[config.mk]
export PLATFORM = sky130hd
export DESIGN_NAME = rate_recovery_loop
export DESIGN_NICKNAME = d
export VERILOG_FILES = /design/src/rtl/rrl_pkg.sv /design/src/rtl/rrl_fifo.sv /design/src/rtl/rrl_nco.sv /design/src/rtl/rrl_pi_ctrl.sv /design/src/rtl/rate_recovery_loop.sv
export SDC_FILE = /design/constraint.sdc
export NUM_CORES = 1
export LEC_CHECK = 0
export CORE_ASPECT_RATIO = 0.7
export CORE_MARGIN = 1.5
export CORE_UTILIZATION = 46
export DETAILED_ROUTE_END_ITERATION = 6
export PLACE_DENSITY = 0.68
export SLEW_MARGIN = 20
export SYNTH_ARGS = -nofsm -noshare
export SYNTH_HDL_FRONTEND = slang
export SYNTH_SLANG_ARGS = --single-unit
[constraint.sdc]
create_clock -name clk -period 16.7 [get_ports clk]
set_input_delay 3.34 -clock clk [delete_from_list [all_inputs] [get_ports clk]]
set_output_delay 3.34 -clock clk [all_outputs]
set_load 0.005 [all_outputs]
[src/rtl/rrl_pkg.sv]
package rrl_pkg;

  localparam int CALC_W = 32;

  typedef logic signed [CALC_W-1:0] calc_t;

  function automatic calc_t clamp_calc(calc_t v, calc_t lo, calc_t hi);
    if (v < lo) return lo;
    if (v > hi) return hi;
    return v;
  endfunction

endpackage

[src/rtl/rrl_fifo.sv]
module rrl_fifo #(
  parameter int DATA_W     = 8,
  parameter int DEPTH_LOG2 = 4,
  localparam int DEPTH     = 1 << DEPTH_LOG2,
  localparam int LVL_W     = DEPTH_LOG2 + 1
) (
  input  logic              clk,
  input  logic              rst,
  input  logic [DATA_W-1:0] wr_data,
  input  logic              wr_valid,
  output logic              wr_ready,
  input  logic              rd_req,
  output logic [DATA_W-1:0] rd_data,
  output logic              rd_strobe,
  output logic [LVL_W-1:0]  level,
  output logic              ovf_flag,
  output logic              unf_flag
);

  logic [DATA_W-1:0]     store [DEPTH];
  logic [DEPTH_LOG2-1:0] wr_ptr;
  logic [DEPTH_LOG2-1:0] rd_ptr;
  logic [LVL_W-1:0]      level_q;
  logic                  full;
  logic                  empty;
  logic                  wr_ok;
  logic                  rd_ok;

  assign full     = (level_q == LVL_W'(DEPTH));
  assign empty    = (level_q == '0);
  assign wr_ready = ~full;
  assign wr_ok    = wr_valid & ~full;
  assign rd_ok    = rd_req & ~empty;
  assign level    = level_q;

  // storage array: contents need no reset, pointers define validity
  always_ff @(posedge clk) begin
    if (wr_ok) store[wr_ptr] <= wr_data;
  end

  always_ff @(posedge clk) begin
    if (rst) begin
      wr_ptr    <= '0;
      rd_ptr    <= '0;
      level_q   <= '0;
      rd_data   <= '0;
      rd_strobe <= 1'b0;
      ovf_flag  <= 1'b0;
      unf_flag  <= 1'b0;
    end else begin
      rd_strobe <= rd_req;
      if (wr_ok) wr_ptr <= wr_ptr + 1'b1;
      if (rd_ok) begin
        rd_data <= store[rd_ptr];
        rd_ptr  <= rd_ptr + 1'b1;
      end
      level_q <= level_q + LVL_W'(wr_ok) - LVL_W'(rd_ok);
      if (wr_valid && full) ovf_flag <= 1'b1;
      if (rd_req && empty)  unf_flag <= 1'b1;
    end
  end

endmodule

[src/rtl/rrl_nco.sv]
module rrl_nco #(
  parameter int ACC_W = 16
) (
  input  logic             clk,
  input  logic             rst,
  input  logic [ACC_W-1:0] freq,
  output logic             tick
);

  logic [ACC_W-1:0] phase;
  logic [ACC_W:0]   sum;

  assign sum  = {1'b0, phase} + {1'b0, freq};
  assign tick = sum[ACC_W];

  always_ff @(posedge clk) begin
    if (rst) phase <= '0;
    else     phase <= sum[ACC_W-1:0];
  end

endmodule

[src/rtl/rrl_pi_ctrl.sv]
module rrl_pi_ctrl
  import rrl_pkg::*;
#(
  parameter int ACC_W     = 16,
  parameter int LVL_W     = 5,
  parameter int HALF_LVL  = 8,
  parameter int ERR_SHIFT = 10,
  parameter int UPD_LOG2  = 4,
  parameter int SH_W      = 4
) (
  input  logic                    clk,
  input  logic                    rst,
  input  logic [LVL_W-1:0]        level,
  input  logic [ACC_W-1:0]        cfg_nominal,
  input  logic [SH_W-1:0]         cfg_p_shift,
  input  logic [SH_W-1:0]         cfg_i_shift,
  input  logic [ACC_W-2:0]        cfg_int_limit,
  output logic [ACC_W-1:0]        freq,
  output logic signed [ACC_W-1:0] integ
);

  localparam calc_t FMAX  = calc_t'(1) <<< (ACC_W - 1);
  localparam calc_t HALFC = calc_t'(HALF_LVL);

  logic [UPD_LOG2-1:0] timer;
  logic                upd;
  calc_t               err;
  calc_t               scaled;
  calc_t               p_term;
  calc_t               i_term;
  calc_t               lim;
  calc_t               integ_n;
  calc_t               freq_n;
  calc_t               nom_clamped;

  assign upd = &timer;

  always_comb begin
    err         = calc_t'(level) - HALFC;
    scaled      = err <<< ERR_SHIFT;
    p_term      = scaled >>> cfg_p_shift;
    i_term      = scaled >>> cfg_i_shift;
    lim         = calc_t'(cfg_int_limit);
    integ_n     = clamp_calc(calc_t'(integ) + i_term, -lim, lim);
    freq_n      = clamp_calc(calc_t'(cfg_nominal) + p_term + integ_n, '0, FMAX);
    nom_clamped = clamp_calc(calc_t'(cfg_nominal), '0, FMAX);
  end

  always_ff @(posedge clk) begin
    if (rst) begin
      timer <= '0;
      integ <= '0;
      freq  <= ACC_W'(nom_clamped);
    end else begin
      timer <= timer + 1'b1;
      if (upd) begin
        integ <= ACC_W'(integ_n);
        freq  <= ACC_W'(freq_n);
      end
    end
  end

endmodule

[src/rtl/rate_recovery_loop.sv]
module rate_recovery_loop #(
  parameter int DATA_W     = 8,
  parameter int DEPTH_LOG2 = 4,
  parameter int ACC_W      = 16,
  parameter int UPD_LOG2   = 4,
  parameter int ERR_SHIFT  = 10,
  parameter int SH_W       = 4,
  localparam int DEPTH     = 1 << DEPTH_LOG2,
  localparam int LVL_W     = DEPTH_LOG2 + 1
) (
  input  logic                    clk,
  input  logic                    rst,
  input  logic [DATA_W-1:0]       in_data,
  input  logic                    in_valid,
  output logic                    in_ready,
  output logic [DATA_W-1:0]       out_data,
  output logic                    out_strobe,
  input  logic [ACC_W-1:0]        cfg_nominal,
  input  logic [SH_W-1:0]         cfg_p_shift,
  input  logic [SH_W-1:0]         cfg_i_shift,
  input  logic [ACC_W-2:0]        cfg_int_limit,
  output logic [LVL_W-1:0]        stat_level,
  output logic [ACC_W-1:0]        stat_freq,
  output logic signed [ACC_W-1:0] stat_integ,
  output logic                    overflow,
  output logic                    underflow
);

  logic read_tick;

  rrl_fifo #(
    .DATA_W    (DATA_W),
    .DEPTH_LOG2(DEPTH_LOG2)
  ) u_fifo (
    .clk      (clk),
    .rst      (rst),
    .wr_data  (in_data),
    .wr_valid (in_valid),
    .wr_ready (in_ready),
    .rd_req   (read_tick),
    .rd_data  (out_data),
    .rd_strobe(out_strobe),
    .level    (stat_level),
    .ovf_flag (overflow),
    .unf_flag (underflow)
  );

  rrl_pi_ctrl #(
    .ACC_W    (ACC_W),
    .LVL_W    (LVL_W),
    .HALF_LVL (DEPTH / 2),
    .ERR_SHIFT(ERR_SHIFT),
    .UPD_LOG2 (UPD_LOG2),
    .SH_W     (SH_W)
  ) u_ctrl (
    .clk          (clk),
    .rst          (rst),
    .level        (stat_level),
    .cfg_nominal  (cfg_nominal),
    .cfg_p_shift  (cfg_p_shift),
    .cfg_i_shift  (cfg_i_shift),
    .cfg_int_limit(cfg_int_limit),
    .freq         (stat_freq),
    .integ        (stat_integ)
  );

  rrl_nco #(
    .ACC_W(ACC_W)
  ) u_nco (
    .clk (clk),
    .rst (rst),
    .freq(stat_freq),
    .tick(read_tick)
  );

endmodule

==> metrics.yaml, run 1 <==
critical_path:
  cp_max_fo: 42
  worst_path_largest_cell_delay_ns: 0.72
  end_kind: "flip-flop"
  critPathKind: "input pin to flip-flop"
  crit_arrival_ns: 14.13
  start_kind: "input pin"
  rrSetupSlack_ns: 5.25
  required_ns: 17.05
  worst_path_max_delay_cell: "clkdlybuf4s50_1"
grt:
  grt_pass1_vias: 10449
  gr-total-overflow: 0
  antenna_found_initial: 0
  grt_max_degree: 43
  grt_pass1_wl_um: 62000
  grt.total_usage: 0.249
logic_synthesis:
  syn_avg_cell_area_um2: 10.2
  syn-instance-count: 1409
  synth_fp_nets: 1615
  yosys_warnings: 0
  synth_flop_cell: "edfxtp_1"
  yosys.cell_types.count: 87
  async_flop_share: 0
  synthesis.area_um2: 14400
  synth-seq-area-share: 0.385
  synth_edf_count: 144
  ys_seq_elements: 204
clock_tree:
  clkTransAtPathRegs_ns: 0.06
  cts_tree: "built"
  numCtsBuffers: 21
  htreeDepth: 1
  cts_setup_buffers: 0
  cts_max_path_buffers: 3
  clock_latency_ns: 0.52
  cts_root_buf: "clkbuf_16"
  hold_buffers: 0
  post_cts_resized: 0
  cts.sinks: 204
floorplanning:
  die_y_um: 151
  coreArea_um2: 30400
  dieArea_um2: 32300
  rows: 53
  io_pins: 99
  fp.dieW_um: 214
  start_util: 0.473
power_and_ir_drop:
  ir_worst_vdd_v: 0.000132
  power_mw: 3.26
  power.leakage_nw: 6.40
  p_per_area_nw_per_um2: 199
cells_and_area:
  drive_gt1_frac: 0.0821
  nets: 1691
  diodes: 0
  mostFrequentLayoutCell: "edfxtp_1"
  final_util: 0.540
  final_cell_mix: "144 x edfxtp_1, 135 x ha_1, 104 x nor2_1"
  fill_cells: 2690
  synthToLayoutAreaGrowth_pct: 14.2
timing:
  period_minus_slack_ns: 13.78
  hold_ws_ns: 0.446
  min_period_over_period: 0.825
  tightest_slew_ns: 1.05
  slew_viol_final: 0
  setup_violations: 0
  rsz0062_at_grt: "no"
  hold_violations: 0
  skew_ns: 0.0188
  maxSlewHeadroom: 0.301
  setup_tns_ns: 0
  max_freq_ghz: 0.0726
route:
  drtIter0Drc: 1479
  vias: 11524
  drc: 0
  totalWireLength_um: 40200
  ant_nets: 0
  drt-pass1-iter-count: 6
  wl_per_cell_um: 21.1
  post_drt_via_cell_ratio: 6.03
placed_design:
  portBuffers: 98
  dp_hpwl_um: 31300
  place_congestion: 0.992
flow_run:
  cap_viol_max_count: 0
worst_hold_path:
  worst_hold_path_type: "flip-flop to flip-flop"
status:
  run_status: "completed"
worst max-delay path, delay by kind of cell:
family | cells | cell delay (ns)
AOI/OAI and AO/OA | 21 | 5.16
xor gates and xnor gates | 1 | 0.23
adders and majority gates | 7 | 2.52
buffers and inverters | 2 | 0.99
muxes | 3 | 0.43
and+or+nand+nor | 5 | 1.40
final cells by class:
cell class	instances	area (um2)	share of cell area
clock buffer	24	537	0.0328
multi-input combinational	1045	8210	0.501
sequential	204	5530	0.337
inverter	105	394	0.0240
timing repair buffer	108	1050	0.0641
clock inverter	13	151	0.00924
tap	412	515	0.0315
metal layers:
layer | GRT usage | routed length (um)
met1 | 0.418 | 20300
met2 | 0.316 | 14900
met3 | 0.0506 | 4260
met4 | 0.0518 | 726
met5 | 0 | 0
synthesized netlist by cell type (13+ instances only):
library cell | number | area (um2)
a21o_1 | 28 | 210
a21oi_1 | 91 | 455
and3_1 | 13 | 81.3
clkbuf_1 | 39 | 146
dfxtp_1 | 60 | 1200
edfxtp_1 | 144 | 4320
fa_1 | 21 | 420
ha_1 | 135 | 1690
inv_1 | 103 | 387
mux2_2 | 16 | 180
mux2i_1 | 36 | 360
mux4_2 | 31 | 698
nand2_1 | 97 | 364
nand2b_1 | 14 | 87.6
nand3_1 | 29 | 145
nand4_1 | 15 | 93.8
nor2_1 | 104 | 390
nor3_1 | 24 | 120
o211ai_1 | 21 | 158
o21a_1 | 20 | 150
o21ai_0 | 90 | 450
o31ai_1 | 19 | 143
xnor2_1 | 38 | 333
xor2_1 | 18 | 158
flip-flops by register name (all words and copies together), names as in the netlist:
name and flops:
u_fifo.store 128, u_ctrl.freq 16, u_ctrl.integ 16, u_nco.phase 16, u_fifo.rd_data 8, u_fifo.level 5
u_ctrl.timer 4, u_fifo.rd_ptr 4, u_fifo.wr_ptr 4, u_fifo.ovf_flag 1, u_fifo.rd_strobe 1, u_fifo.unf_flag 1
per-stage QoR:
stage	cells	setup slack, ns	cell area [um2]
2_1_floorplan	1409	4.62	14400
3_3_place_gp	1874	2.82	15700
3_5_place_dp	1874	2.58	15700
4_1_cts	1911	3.08	16400
5_1_grt	1911	2.40	16400
6_report	1911	2.92	16400
power by group:
part           total, mW  internal (mW)  switching [mW]
clock              0.481          0.279           0.202
sequential         0.609          0.581          0.0282
combinational       2.17          0.849            1.32
logic make-up (layout without fill, tap and decap cells):
family,after synthesis,after routing,synth area share
buffers and inverters,160,250,0.0437
DFF,204,204,0.385
and+or+nand+nor,361,361,0.124
AOI/OAI and AO/OA,388,388,0.179
xor gates and xnor gates,56,56,0.0342
muxes,83,83,0.0863
adders and majority gates,157,157,0.148
final timing paths:
kind | from | cells past startpoint | end
max | cfg_i_shift[1] | 39 | u_ctrl.freq[6]
min | u_fifo.unf_flag | 2 | u_fifo.unf_flag
max reg2reg | u_fifo.level[3] | 40 | u_ctrl.freq[6]
min reg2reg | u_fifo.unf_flag | 2 | u_fifo.unf_flag
Note: power is estimated with default switching activity, not from simulation.
==> run 2: changes to the inputs <==
Settings changed: PLACE_DENSITY 0.68 to 0.7.
Clock period 16.7 ns to 11.3 ns, I/O delays scaled along.
==> run 2 against run 1 <==
Effect of this change: combinational power increased by 100%; clock power grew 40%; first-iteration DRC count fell by 2.3%; design area grew 11%; routed wire length increased by 13%; clock-buffer cell count grew 2; largest cell class unchanged; sequential cell count unchanged; via count increased by 8.7%; critical path depth up 5; total power is 83% higher; sequential power is 47% higher; hold slack gained 0.015 ns.
==> metrics.yaml, run 2 (same netlist as run 1, synthesis figures left out) <==
status:
  run_status: "completed"
critical_path:
  required_ns: 11.55  # -5.50 ns
  rrSetupSlack_ns: 1.07  # -4.18 ns
  worst_path_largest_cell_delay_ns: 0.66  # -0.06 ns
  reg2regPathDepth: 47  # +18%
  end_kind: "flip-flop"
  crit_arrival_ns: 11.26  # -2.87 ns
  cp_max_fo: 5  # -88%
  worst_path_max_delay_cell: "clkdlybuf4s50_1"
  r2r-start: "u_fifo.level[3]"
  crit_top_cell: "buf_4"
  reg2reg_to: "u_ctrl.freq[5]"
  critPathKind: "input pin to flip-flop"
  start_kind: "input pin"
clock_tree:
  cts_root_buf: "clkbuf_16"
  clock_latency_ns: 0.51  # about the same
  clkTransAtPathRegs_ns: 0.07  # about the same
  hold_buffers: 0  # unchanged
  htreeDepth: 1  # unchanged
  cts_tree: "built"
  cts.sinks: 204  # unchanged
  cts_max_path_buffers: 3  # unchanged
  numCtsBuffers: 21  # unchanged
cells_and_area:
  largest_reg_flops: 128  # unchanged
  largest-register: "u_fifo.store"
  multi_input_area_um2: 8530  # +3.9%
  fin_cells: 2106  # +10%
  drive_gt1_frac: 0.210  # +0.128
  nets: 1884  # +11%
  final_cell_mix: "193 x buf_4, 144 x edfxtp_1, 131 x ha_1"
  synthToLayoutAreaGrowth_pct: 26.6
  final_util: 0.598  # +0.0585
  regArea_um2: 5530  # about the same
  mostFrequentLayoutCell: "buf_4"
  fill_cells: 2576  # -4.2%
  finalInstanceArea_um2: 18200  # +11%
grt:
  grt_pass1_vias: 11865  # +14%
  grt.total_usage: 0.275  # +0.0254
  antenna_found_initial: 1  # +1
  gr-total-overflow: 0  # unchanged
  grt_pass1_wl_um: 68600  # +11%
  grt_max_degree: 59  # +37%
timing:
  hold_ws_ns: 0.461  # +0.0149 ns
  hold_violations: 0  # unchanged
  max_freq_ghz: 0.0908
  tightest_slew_ns: 0.940  # -0.109 ns
  period_minus_slack_ns: 11.01
  skew_ns: 0.0144  # -0.00439 ns
  setup_tns_ns: 0  # unchanged
  layout_setup_ws_ns: 0.291  # -2.63 ns
  min_period_over_period: 0.974
  maxSlewHeadroom: 0.371  # +0.0702
  setup_violations: 0  # unchanged
  slew_viol_final: 0  # unchanged
route:
  ant_nets: 0  # unchanged
  drt-pass1-iter-count: 7  # +1
  vias: 12527  # +8.7%
  totalWireLength_um: 45400  # +13%
  post_drt_via_cell_ratio: 5.95  # -1.4%
  drc: 0  # unchanged
  drtIter0Drc: 1445  # -2.3%
  wl_per_cell_um: 21.5  # +2.3%
floorplanning:
  io_pins: 99  # unchanged
  fp.dieW_um: 214  # unchanged
  coreArea_um2: 30400  # unchanged
  start_util: 0.473  # unchanged
  dieArea_um2: 32300  # unchanged
  rows: 53  # unchanged
  die_y_um: 151  # unchanged
placed_design:
  place_area_um2: 17100  # +8.7%
  place_inst: 2053  # +9.6%
  dp_hpwl_um: 34500  # +10%
  place_congestion: 0.949  # -4.3%
  dp_worst_setup_slack_ns: -0.821  # -3.40 ns
  portBuffers: 98  # unchanged
worst_hold_path:
  hp-start: "u_fifo.unf_flag"
  min_to: "u_fifo.unf_flag"
  hold_depth: 2  # unchanged
  worst_hold_path_type: "flip-flop to flip-flop"
power_and_ir_drop:
  power_mw: 5.98  # +83%
  p_per_area_nw_per_um2: 329  # +65%
  power.leakage_nw: 7.44  # +16%
  ir_worst_vdd_v: 0.000226  # +72%
flow_run:
  cap_viol_max_count: 0  # unchanged
[run 2: where the power goes]
part | internal (mW) | switching, mW | total [mW]
clock | 0.380 | 0.294 | 0.675
sequential | 0.859 | 0.0391 | 0.898
combinational | 2.08 | 2.33 | 4.41
total | 3.32 | 2.66 | 5.98
[run 2: repair_timing]
action	in CTS	in global routing
gates resized for setup	14	52
endpoints found under the setup margin	16	16
gates cloned	3	0
setup buffers	3	8
pin swaps	4	25
[run 2: cell type report]
| type | instances | area share |
|---|---|---|
| timing repair buffer | 298 | 0.140 |
| clock buffer | 26 | 0.0311 |
| inverter | 105 | 0.0217 |
| tap | 412 | 0.0284 |
| antenna | 1 | 0.000138 |
| sequential | 204 | 0.304 |
| clock inverter | 12 | 0.00523 |
| multi-input combinational | 1048 | 0.470 |
[run 2: worst max path at each step]
| stage | cells past startpoint | from | slack [ns] | endpoint |
|---|---|---|---|---|
| CTS | 39 | cfg_i_shift[0] | 0.01 | u_ctrl.freq[8] |
| global route | 41 | cfg_i_shift[2] | -0.04 | u_ctrl.freq[8] |
| global placement | 42 | cfg_i_shift[1] | -0.67 | u_ctrl.freq[13] |
| detailed placement | 42 | cfg_i_shift[1] | -0.82 | u_ctrl.freq[4] |
| finish | 44 | cfg_i_shift[2] | 0.29 | u_ctrl.freq[5] |
| floorplan | 42 | cfg_i_shift[1] | 0.30 | u_ctrl.freq[0] |
[run 2: per-layer routing]
layer  vias to the layer above  track usage  part of all wire
met4                         0       0.0454             0.016
met3                        64       0.0490              0.10
met2                       603        0.393              0.41
li1                       5811            -                 -
met5                         -            0                 0
met1                      6049        0.434              0.48
[run 2: worst max-delay path: cells and delay by family]
family,cells,cell delay (ns)
mux,3,0.33
xor+xnor,2,0.52
simple gates,4,0.37
fa+ha+maj,7,1.93
buf+inv,8,1.74
compound gates,20,4.07
==> run 3: changes to the inputs <==
==> constraint.sdc (replaced) <==
create_clock -name clk -period 11.3 [get_ports clk]
set_input_delay 3.39 -clock clk [delete_from_list [all_inputs] [get_ports clk]]
set_output_delay 3.39 -clock clk [all_outputs]
set_load 0.005 [all_outputs]
==> run 3 against run 2 <==
Effect of this change: the flow now finishes with violations (negative setup slack); clock skew shrank 0.0024 ns; combinational power grew 15%; worst setup slack lost 0.73 ns; routed wire length grew 1.5%; total power grew 11%.
==> metrics.yaml, run 3 (same netlist as run 1, synthesis figures left out) <==
route:
  wl_per_cell_um: 21.1  # -2.2%
  drc: 0  # unchanged
  totalWireLength_um: 46100  # +1.5%
  ant_nets: 0  # unchanged
  post_drt_via_cell_ratio: 5.82  # -2.1%
  vias: 12731  # +1.6%
  drtIter0Drc: 1077  # -25%
  drt-pass1-iter-count: 5  # -2
cells_and_area:
  synthToLayoutAreaGrowth_pct: 33.9
  nets: 1966  # +4.4%
  finalInstanceArea_um2: 19200  # +5.8%
  drive_gt1_frac: 0.279  # +0.0693
  fill_cells: 2500  # -3.0%
  mostFrequentLayoutCell: "buf_4"
  final_util: 0.633  # +0.0346
  largest-register: "u_fifo.store"
  fin_cells: 2187  # +3.8%
  final_cell_mix: "265 x buf_4, 144 x edfxtp_1, 118 x ha_1"
  largest_reg_flops: 128  # unchanged
placed_design:
  place_inst: 2103  # +2.4%
  dp_worst_setup_slack_ns: -1.83  # -1.01 ns
  place_congestion: 0.952  # +0.31%
  dp_hpwl_um: 34800  # +0.84%
  portBuffers: 98  # unchanged
  place_area_um2: 17500  # +2.6%
critical_path:
  required_ns: 11.54  # about the same
  end_kind: "flip-flop"
  crit_arrival_ns: 11.99  # +0.73 ns
  crit_top_cell: "buf_4"
  start_kind: "input pin"
  cp_max_fo: 7  # +2
  critPathKind: "input pin to flip-flop"
  worst_path_max_delay_cell: "fa_1"
  worst_path_largest_cell_delay_ns: 0.52  # -0.14 ns
clock_tree:
  cts_root_buf: "clkbuf_16"
  cts_tree: "built"
  hold_buffers: 0  # unchanged
  clock_latency_ns: 0.50  # about the same
  htreeDepth: 1  # unchanged
  clkTransAtPathRegs_ns: 0.06  # about the same
  cts.sinks: 204  # unchanged
  cts_max_path_buffers: 3  # unchanged
  numCtsBuffers: 20  # -4.8%
worst_hold_path:
  worst_hold_path_type: "flip-flop to flip-flop"
grt:
  antenna_found_initial: 0  # -1
  gr-total-overflow: 0  # unchanged
  grt.total_usage: 0.278  # +0.00339
  grt_pass1_wl_um: 69400  # +1.1%
  grt_max_degree: 59  # unchanged
  grt_pass1_vias: 12258  # +3.3%
timing:
  tightest_slew_ns: 1.01  # +0.0730 ns
  hold_violations: 0  # unchanged
  layout_setup_ws_ns: -0.440  # -0.731 ns
  max_freq_ghz: 0.0852  # -6.2%
  setup_violations: 16  # +16
  skew_ns: 0.0119  # -0.00243 ns
  slew_viol_final: 0  # unchanged
  rsz0062_at_grt: "yes"
  min_period_over_period: 1.04  # +0.0647
  maxSlewHeadroom: 0.322  # -0.0495
  period_minus_slack_ns: 11.74  # +0.731 ns
power_and_ir_drop:
  power.leakage_nw: 7.88  # +6.0%
  p_per_area_nw_per_um2: 347  # +5.2%
  power_mw: 6.66  # +11%
  ir_worst_vdd_v: 0.000315  # +39%
floorplanning:
  coreArea_um2: 30400  # unchanged
  start_util: 0.473  # unchanged
  die_y_um: 151  # unchanged
  io_pins: 99  # unchanged
  dieArea_um2: 32300  # unchanged
  rows: 53  # unchanged
  fp.dieW_um: 214  # unchanged
status:
  run_status: "finished, violations left"
  violations: "negative setup slack"
flow_run:
  cap_viol_max_count: 0  # unchanged
[run 3: cell types whose count changed in the layout (fill, tap and decap cells not counted), moves of 6 or more]
| cell | change |
|---|---|
| mux2_4 | +6 |
| ha_4 | +13 |
| o21ai_0 | -12 |
| buf_4 | +72 |
| mux2_2 | -6 |
| o21ai_2 | +13 |
| buf_6 | +13 |
| ha_1 | -13 |
| a21oi_1 | -6 |
[run 3: area by class of cell]
type	count	area [um2]	share of cell area
well taps	412	515	0.0268
flip-flops and latches	204	5530	0.288
diodes	1	2.50	0.000130
repair buffers	384	3220	0.168
inverters	105	394	0.0205
clock buffers	29	586	0.0305
clock inverters	7	60.1	0.00313
multi-input cells	1045	8910	0.464
[run 3: power by group]
part | total (mW) | internal [mW] | switching [mW]
clock | 0.669 | 0.384 | 0.285
sequential | 0.903 | 0.859 | 0.0444
combinational | 5.09 | 2.59 | 2.50
total | 6.66 | 3.83 | 2.83
[run 3: per-layer routing]
layer	GRT usage	vias up	wire length, um
met2	0.388	594	18500
met5	0	-	0
met4	0.0683	0	1070
met3	0.0641	62	4770
met1	0.429	6105	21800
li1	-	5970	-
[run 3: worst max-delay path, delay by kind of cell]
family	cells	cell delay [ns]
AOI/OAI and AO/OA	20	3.64
adders and majority gates	6	2.07
buffers and inverters	11	1.32
muxes	4	0.87
and+or+nand+nor	4	0.39
xor gates and xnor gates	1	0.27
[run 3: stage by stage]
stage / hold slack, ns / setup TNS (ns)
after floorplan: 0.418 / -5.58
after global placement: 0.430 / -27.33
after detailed placement: 0.437 / -28.04
after CTS: 0.446 / -3.15
after global routing: 0.458 / -11.49
final: 0.451 / -6.51
[run 3: repair_timing]
item / CTS / global route
setup buffers: 33 / 15
endpoints found under the hold margin: 0 / 0
pin swaps: 87 / 56
gates resized for setup: 117 / 46
endpoints found under the setup margin: 16 / 16
gates cloned: 4 / 0
[run 3: final timing paths]
kind                                 startpoint         endpoint  slack (ns)  depth (start not counted)
worst min register to register  u_ctrl.timer[0]  u_ctrl.timer[0]        0.45                          1
worst min-delay path            u_ctrl.timer[0]  u_ctrl.timer[0]        0.45                          1
worst max-delay path             cfg_i_shift[1]  u_ctrl.freq[13]       -0.44                         46
worst max register to register  u_fifo.level[3]  u_ctrl.freq[13]        1.10                         47
